$ cat config.mk
export PLATFORM = sky130hd
export DESIGN_NAME = prio_irq_ctrl
export DESIGN_NICKNAME = d
export VERILOG_FILES = /design/src/rtl/prio_irq_pkg.sv /design/src/rtl/ext_detect.sv /design/src/rtl/prio_pick.sv /design/src/rtl/svc_level.sv /design/src/rtl/prio_irq_ctrl.sv
export SDC_FILE = /design/constraint.sdc
export NUM_CORES = 1
export LEC_CHECK = 0
export BUFFER_PORTS_ARGS = -buffer_cell sky130_fd_sc_hd__buf_2
export CORE_MARGIN = 4
export CORE_UTILIZATION = 48
export CTS_CLUSTER_DIAMETER = 150
export DETAILED_ROUTE_END_ITERATION = 6
export GPL_ROUTABILITY_DRIVEN = 0
export PLACE_DENSITY = 0.85
export RECOVER_POWER = 50
export SYNTH_ARGS = -nofsm -noshare
export SYNTH_HDL_FRONTEND = slang
export SYNTH_HIERARCHICAL = 1
export SYNTH_SLANG_ARGS = --single-unit
$ cat constraint.sdc
create_clock -name clk -period 6.4 [get_ports clk]
set_clock_uncertainty 0.15 [all_clocks]
set_input_delay 0.96 -clock clk [delete_from_list [all_inputs] [get_ports clk]]
set_output_delay 0.96 -clock clk [all_outputs]
set_load 0.005 [all_outputs]
$ cat src/rtl/prio_irq_pkg.sv
package prio_irq_pkg;
  localparam int NUM_SRC = 5;
  localparam int NUM_EXT = 2;
  localparam int IDX_W   = $clog2(NUM_SRC);
  typedef logic [IDX_W-1:0] src_idx_t;
  // source slot of each external pin in the fixed order
  localparam int EXT_SLOT [NUM_EXT] = '{0, 2};
  localparam int TMR_SLOT [2]       = '{1, 3};
  localparam int SER_SLOT           = 4;
endpackage

$ cat src/rtl/ext_detect.sv
module ext_detect #(
  parameter int SYNC = 2
) (
  input  logic clk,
  input  logic rst,
  input  logic pin_n,
  input  logic edge_mode,
  input  logic clr,
  output logic pend
);
  localparam int TOP = SYNC - 1;
  logic [SYNC-1:0] sync_q;
  logic            prev_q;
  logic            flag_q;
  logic            fall;

  assign fall = prev_q & ~sync_q[TOP];

  always_ff @(posedge clk) begin
    if (rst) begin
      sync_q <= '1;
      prev_q <= 1'b1;
      flag_q <= 1'b0;
    end else begin
      sync_q <= {sync_q[SYNC-2:0], pin_n};
      prev_q <= sync_q[TOP];
      if (!edge_mode)  flag_q <= 1'b0;
      else if (fall)   flag_q <= 1'b1;
      else if (clr)    flag_q <= 1'b0;
    end
  end

  assign pend = edge_mode ? flag_q : ~sync_q[TOP];
endmodule

$ cat src/rtl/prio_pick.sv
module prio_pick #(
  parameter int N  = 5,
  parameter int IW = $clog2(N)
) (
  input  logic [N-1:0]  eligible,
  input  logic [N-1:0]  hi_mask,
  output logic          any,
  output logic [IW-1:0] idx,
  output logic          lvl
);
  logic [N-1:0] hi_set;
  logic [N-1:0] use_set;

  always_comb begin
    hi_set  = eligible & hi_mask;
    use_set = (|hi_set) ? hi_set : eligible;
    idx     = '0;
    for (int i = N - 1; i >= 0; i--) begin
      if (use_set[i]) idx = i[IW-1:0];
    end
    any = |eligible;
    lvl = |hi_set;
  end
endmodule

$ cat src/rtl/svc_level.sv
module svc_level (
  input  logic clk,
  input  logic rst,
  input  logic push,
  input  logic push_hi,
  input  logic pop,
  output logic ins_hi,
  output logic ins_lo
);
  always_ff @(posedge clk) begin
    if (rst) begin
      ins_hi <= 1'b0;
      ins_lo <= 1'b0;
    end else if (push) begin
      if (push_hi) ins_hi <= 1'b1;
      else         ins_lo <= 1'b1;
    end else if (pop) begin
      if (ins_hi)  ins_hi <= 1'b0;
      else         ins_lo <= 1'b0;
    end
  end
endmodule

$ cat src/rtl/prio_irq_ctrl.sv
module prio_irq_ctrl
  import prio_irq_pkg::*;
#(
  parameter int SYNC = 2
) (
  input  logic               clk,
  input  logic               rst,
  input  logic [NUM_EXT-1:0] ext_n_i,
  input  logic [1:0]         tmr_req_i,
  input  logic               ser_req_i,
  input  logic [NUM_EXT-1:0] ext_type_i,
  input  logic [NUM_SRC-1:0] src_en_i,
  input  logic               glb_en_i,
  input  logic [NUM_SRC-1:0] prio_hi_i,
  input  logic               ack_i,
  input  logic               eos_i,
  output logic               req_o,
  output logic [IDX_W-1:0]   req_idx_o,
  output logic               req_lvl_o
);
  logic [NUM_SRC-1:0] pend;
  logic [NUM_SRC-1:0] eligible;
  logic               any;
  logic               ins_hi, ins_lo;
  logic               allow;
  logic               ack_ok;

  genvar g;
  generate
    for (g = 0; g < NUM_EXT; g++) begin : g_ext
      logic clr;
      assign clr = ack_ok && (req_idx_o == src_idx_t'(EXT_SLOT[g]));
      ext_detect #(.SYNC(SYNC)) u_det (
        .clk       (clk),
        .rst       (rst),
        .pin_n     (ext_n_i[g]),
        .edge_mode (ext_type_i[g]),
        .clr       (clr),
        .pend      (pend[EXT_SLOT[g]])
      );
    end
    for (g = 0; g < 2; g++) begin : g_tmr
      assign pend[TMR_SLOT[g]] = tmr_req_i[g];
    end
  endgenerate
  assign pend[SER_SLOT] = ser_req_i;

  assign eligible = pend & src_en_i & {NUM_SRC{glb_en_i}};

  prio_pick #(.N(NUM_SRC), .IW(IDX_W)) u_pick (
    .eligible (eligible),
    .hi_mask  (prio_hi_i),
    .any      (any),
    .idx      (req_idx_o),
    .lvl      (req_lvl_o)
  );

  assign allow  = ~ins_hi & (~ins_lo | req_lvl_o);
  assign req_o  = any & allow;
  assign ack_ok = ack_i & req_o;

  svc_level u_svc (
    .clk     (clk),
    .rst     (rst),
    .push    (ack_ok),
    .push_hi (req_lvl_o),
    .pop     (eos_i),
    .ins_hi  (ins_hi),
    .ins_lo  (ins_lo)
  );
endmodule

==> flow_summary.yaml <==
clock_network:
  path_clk_slew_ns: 0.06
  hold_buffers: 0
  clkLatencyLatePin_ns: 0.27
  h-tree-depth: 1
  postCtsSetupBuffers: 0
  cts_resized: 0
  tritoncts: "yes"
  cts_made_buffers: 3
  cts.sinks: 10
  clk_path_buf_depth: 2
  cts_root_buf: "clkbuf_4"
cells_and_area:
  stdcell_count: 113
  syn2layout_area_growth_pct: 27.0
  final_common_cell: "buf_2"
  layout_common_cells: "buf_2, dfxtp_1, nand2b_1"
  layout-drive-gt1-share_pct: 38.4
  fin_util_pct: 68.8
  nets: 122
  fill_cells: 108
  antennaDiodeCount: 0
logic_synthesis:
  synth_edf_count: 0
  async_flop_share_pct: 0
  synth_fp_nets: 91
  postSynthCellCount: 69
  ys_seq_area_share_pct: 31.6
  syn_area_per_cell_sq_um: 9.19
  synth_flop_cell: "dfxtp_1"
  synth_warnings: 6
  ys_seq_elements: 10
  syn_area_sq_um: 634
  synth_cell_types: 26
grt:
  use_met2_pct: 27.9
  use_met3_pct: 7.72
  grt_util_met1_pct: 20.1
  grt_pass1_vias: 574
  gr-total-overflow: 0
  grt_pass1_wl_microns: 2460
  grt_max_degree: 13
  grt_usage_pct: 17.4
  antenna_found_initial: 0
  grt-busiest-layer: "met2"
worst_setup_path:
  crit_family: "simple AND/OR/NAND/NOR gates"
  path_class: "input port to output port"
  crit_fanout: 5
  worst-path-buf-inv: 3
  worstRegToRegCells: 10
  r2r_slack_ns: 3.82
  worstSetupStartpointType: "input port"
  crit_chain: "buf_2 -> mux2i_1 -> and3_1 -> a22o_4 -> nor3b_1 -> inv_1 -> nor2b_1 -> nor2_1 -> buf_2"
  critical_path_required_ns: 5.29
  cpPeakStageDelay_ns: 0.32
  slowest_stage: "nor3b_1"
  crit_path_end_kind: "output port"
  r2r-end: "g_ext[0].u_det/flag_q$_SDFFE_PP0P_"
  r2r_start: "g_ext[1].u_det/sync_q[1]$_SDFF_PP1_"
  arrival_ns: 2.62
  path_common_cell: "buf_2"
timing:
  hold_viol: 0
  tightest_slew_ns: 0.376
  slew_headroom_pct: 74.7
  period_minus_slack_ns: 3.73
  final-setup-viol-count: 0
  tns_ns: 0
  drv_slew: 0
  max_freq_mhz: 268
  fin_crit_sh_pct: 58.3
  rsz0062_at_grt: "false"
place:
  io_buffers: 26
  dp_hpwl_microns: 1160
  dp_cells: 109
drt:
  wl_per_cell_microns: 12.1
  drc_errors: 0
  antenna_left: 0
  drt-pass1-iter-count: 4
  dr_total_vias: 579
  drt-total-wl_microns: 1360
  viasPerCell: 5.12
  drt_iter0_markers: 7
pwr:
  pwr_density_cell_nw_per_um2: 189
  ir_worst_vdd_mv: 0.131
  p_total_uw: 153
  leakage_uw: 0.000392
status:
  status: "complete, no violations"
job:
  maxCapViolations: 0
hold_path:
  hold-path-endpoint: "g_ext[0].u_det/sync_q[1]$_SDFF_PP1_"
  hold_start: "g_ext[0].u_det/sync_q[0]$_SDFF_PP1_"
  holdCritPathClass: "flip-flop to flip-flop"
  holdPathStages: 1
die:
  ioPinCount: 27
  row_count: 12
  start_util_pct: 54.2
  coreArea_sq_um: 1170
  dieArea_sq_um: 1970
  dieWidth_microns: 44.4
  die_y_microns: 44.4
-- kinds of logic (layout without fill, tap and decap cells) --
group,count (synthesis),after routing,share of synthesized area [%]
flip-flops,10,10,31.6
AO/OA/AOI/OAI,13,13,18.9
AND/OR/NAND/NOR,40,40,44.0
multiplexers,2,2,3.16
buffers and inverters,4,34,2.37
-- power breakdown --
group	internal (uW)	total [uW]	switching [uW]	leakage [uW]
logic	15.7	29.5	13.8	0.000289
clock network	34.6	57.2	22.6	0.0000210
registers	64.6	65.9	1.25	0.0000820
total	115	153	37.6	0.000392
-- worst reg2reg max path, delay by kind of cell, from the launching register on --
kind / cells / cell delay [ns]
AND/OR/NAND/NOR: 5 / 1.35
flip-flops: 1 / 0.36
multiplexers: 1 / 0.08
AO/OA/AOI/OAI: 4 / 0.55
-- flip-flops by register name, summed over array words and instances (netlist names) --
signal / flops
g_ext.u_det/sync_q: 4
u_svc/ins_lo: 1
u_svc/ins_hi: 1
g_ext.u_det/prev_q: 2
g_ext.u_det/flag_q: 2
-- worst max-delay path by stage --
stage / startpoint / end / cells after the start
after floorplan: ext_type_i[1] / req_o / 7
after global placement: ext_type_i[1] / req_o / 9
after detailed placement: ext_type_i[1] / req_o / 9
after CTS: ext_type_i[1] / req_o / 9
after global routing: ext_type_i[1] / req_o / 9
final: ext_type_i[1] / req_o / 9
-- through the flow --
stage               cell area, sq um  hold slack, ns  setup slack [ns]
finish                           806           0.254              2.67
global route                     806           0.290              2.50
CTS                              818           0.257              2.81
detailed placement               782           0.241              2.82
global placement                 782           0.236              2.88
floorplan                        634           0.233              3.15
-- cell usage after synthesis (2+ instances only) --
| cell | count | area, sq um |
|---|---|---|
| dfxtp_1 | 10 | 200 |
| nand2b_1 | 8 | 50.1 |
| or2_1 | 6 | 37.5 |
| and3_1 | 5 | 31.3 |
| inv_1 | 4 | 15.0 |
| nor2_1 | 4 | 15.0 |
| nor2b_1 | 4 | 25.0 |
| a21oi_1 | 2 | 10.0 |
| a21oi_2 | 2 | 17.5 |
| a22o_4 | 2 | 35.0 |
| mux2i_1 | 2 | 20.0 |
| nand2_1 | 2 | 7.51 |
| nand2b_4 | 2 | 27.5 |
| nor3_1 | 2 | 10.0 |
| nor3b_1 | 2 | 15.0 |
| o21ai_0 | 2 | 10.0 |
-- cell type report --
class / count / area (sq um) / share of cell area (%)
Tap cell: 14 / 17.5 / 2.17
Multi-Input combinational cell: 55 / 408 / 50.6
Inverter: 4 / 15.0 / 1.86
Timing Repair Buffer: 26 / 129 / 16.0
Sequential cell: 10 / 200 / 24.8
Clock buffer: 4 / 36.3 / 4.50
-- metal layers --
| metal | part of all wire (%) | vias to the layer above |
|---|---|---|
| li1 | - | 302 |
| met1 | 41 | 255 |
| met2 | 48 | 18 |
| met3 | 8.9 | 4 |
| met4 | 1.7 | 0 |
| met5 | 0 | - |
No activity file was read; power rests on OpenSTA's default activity.
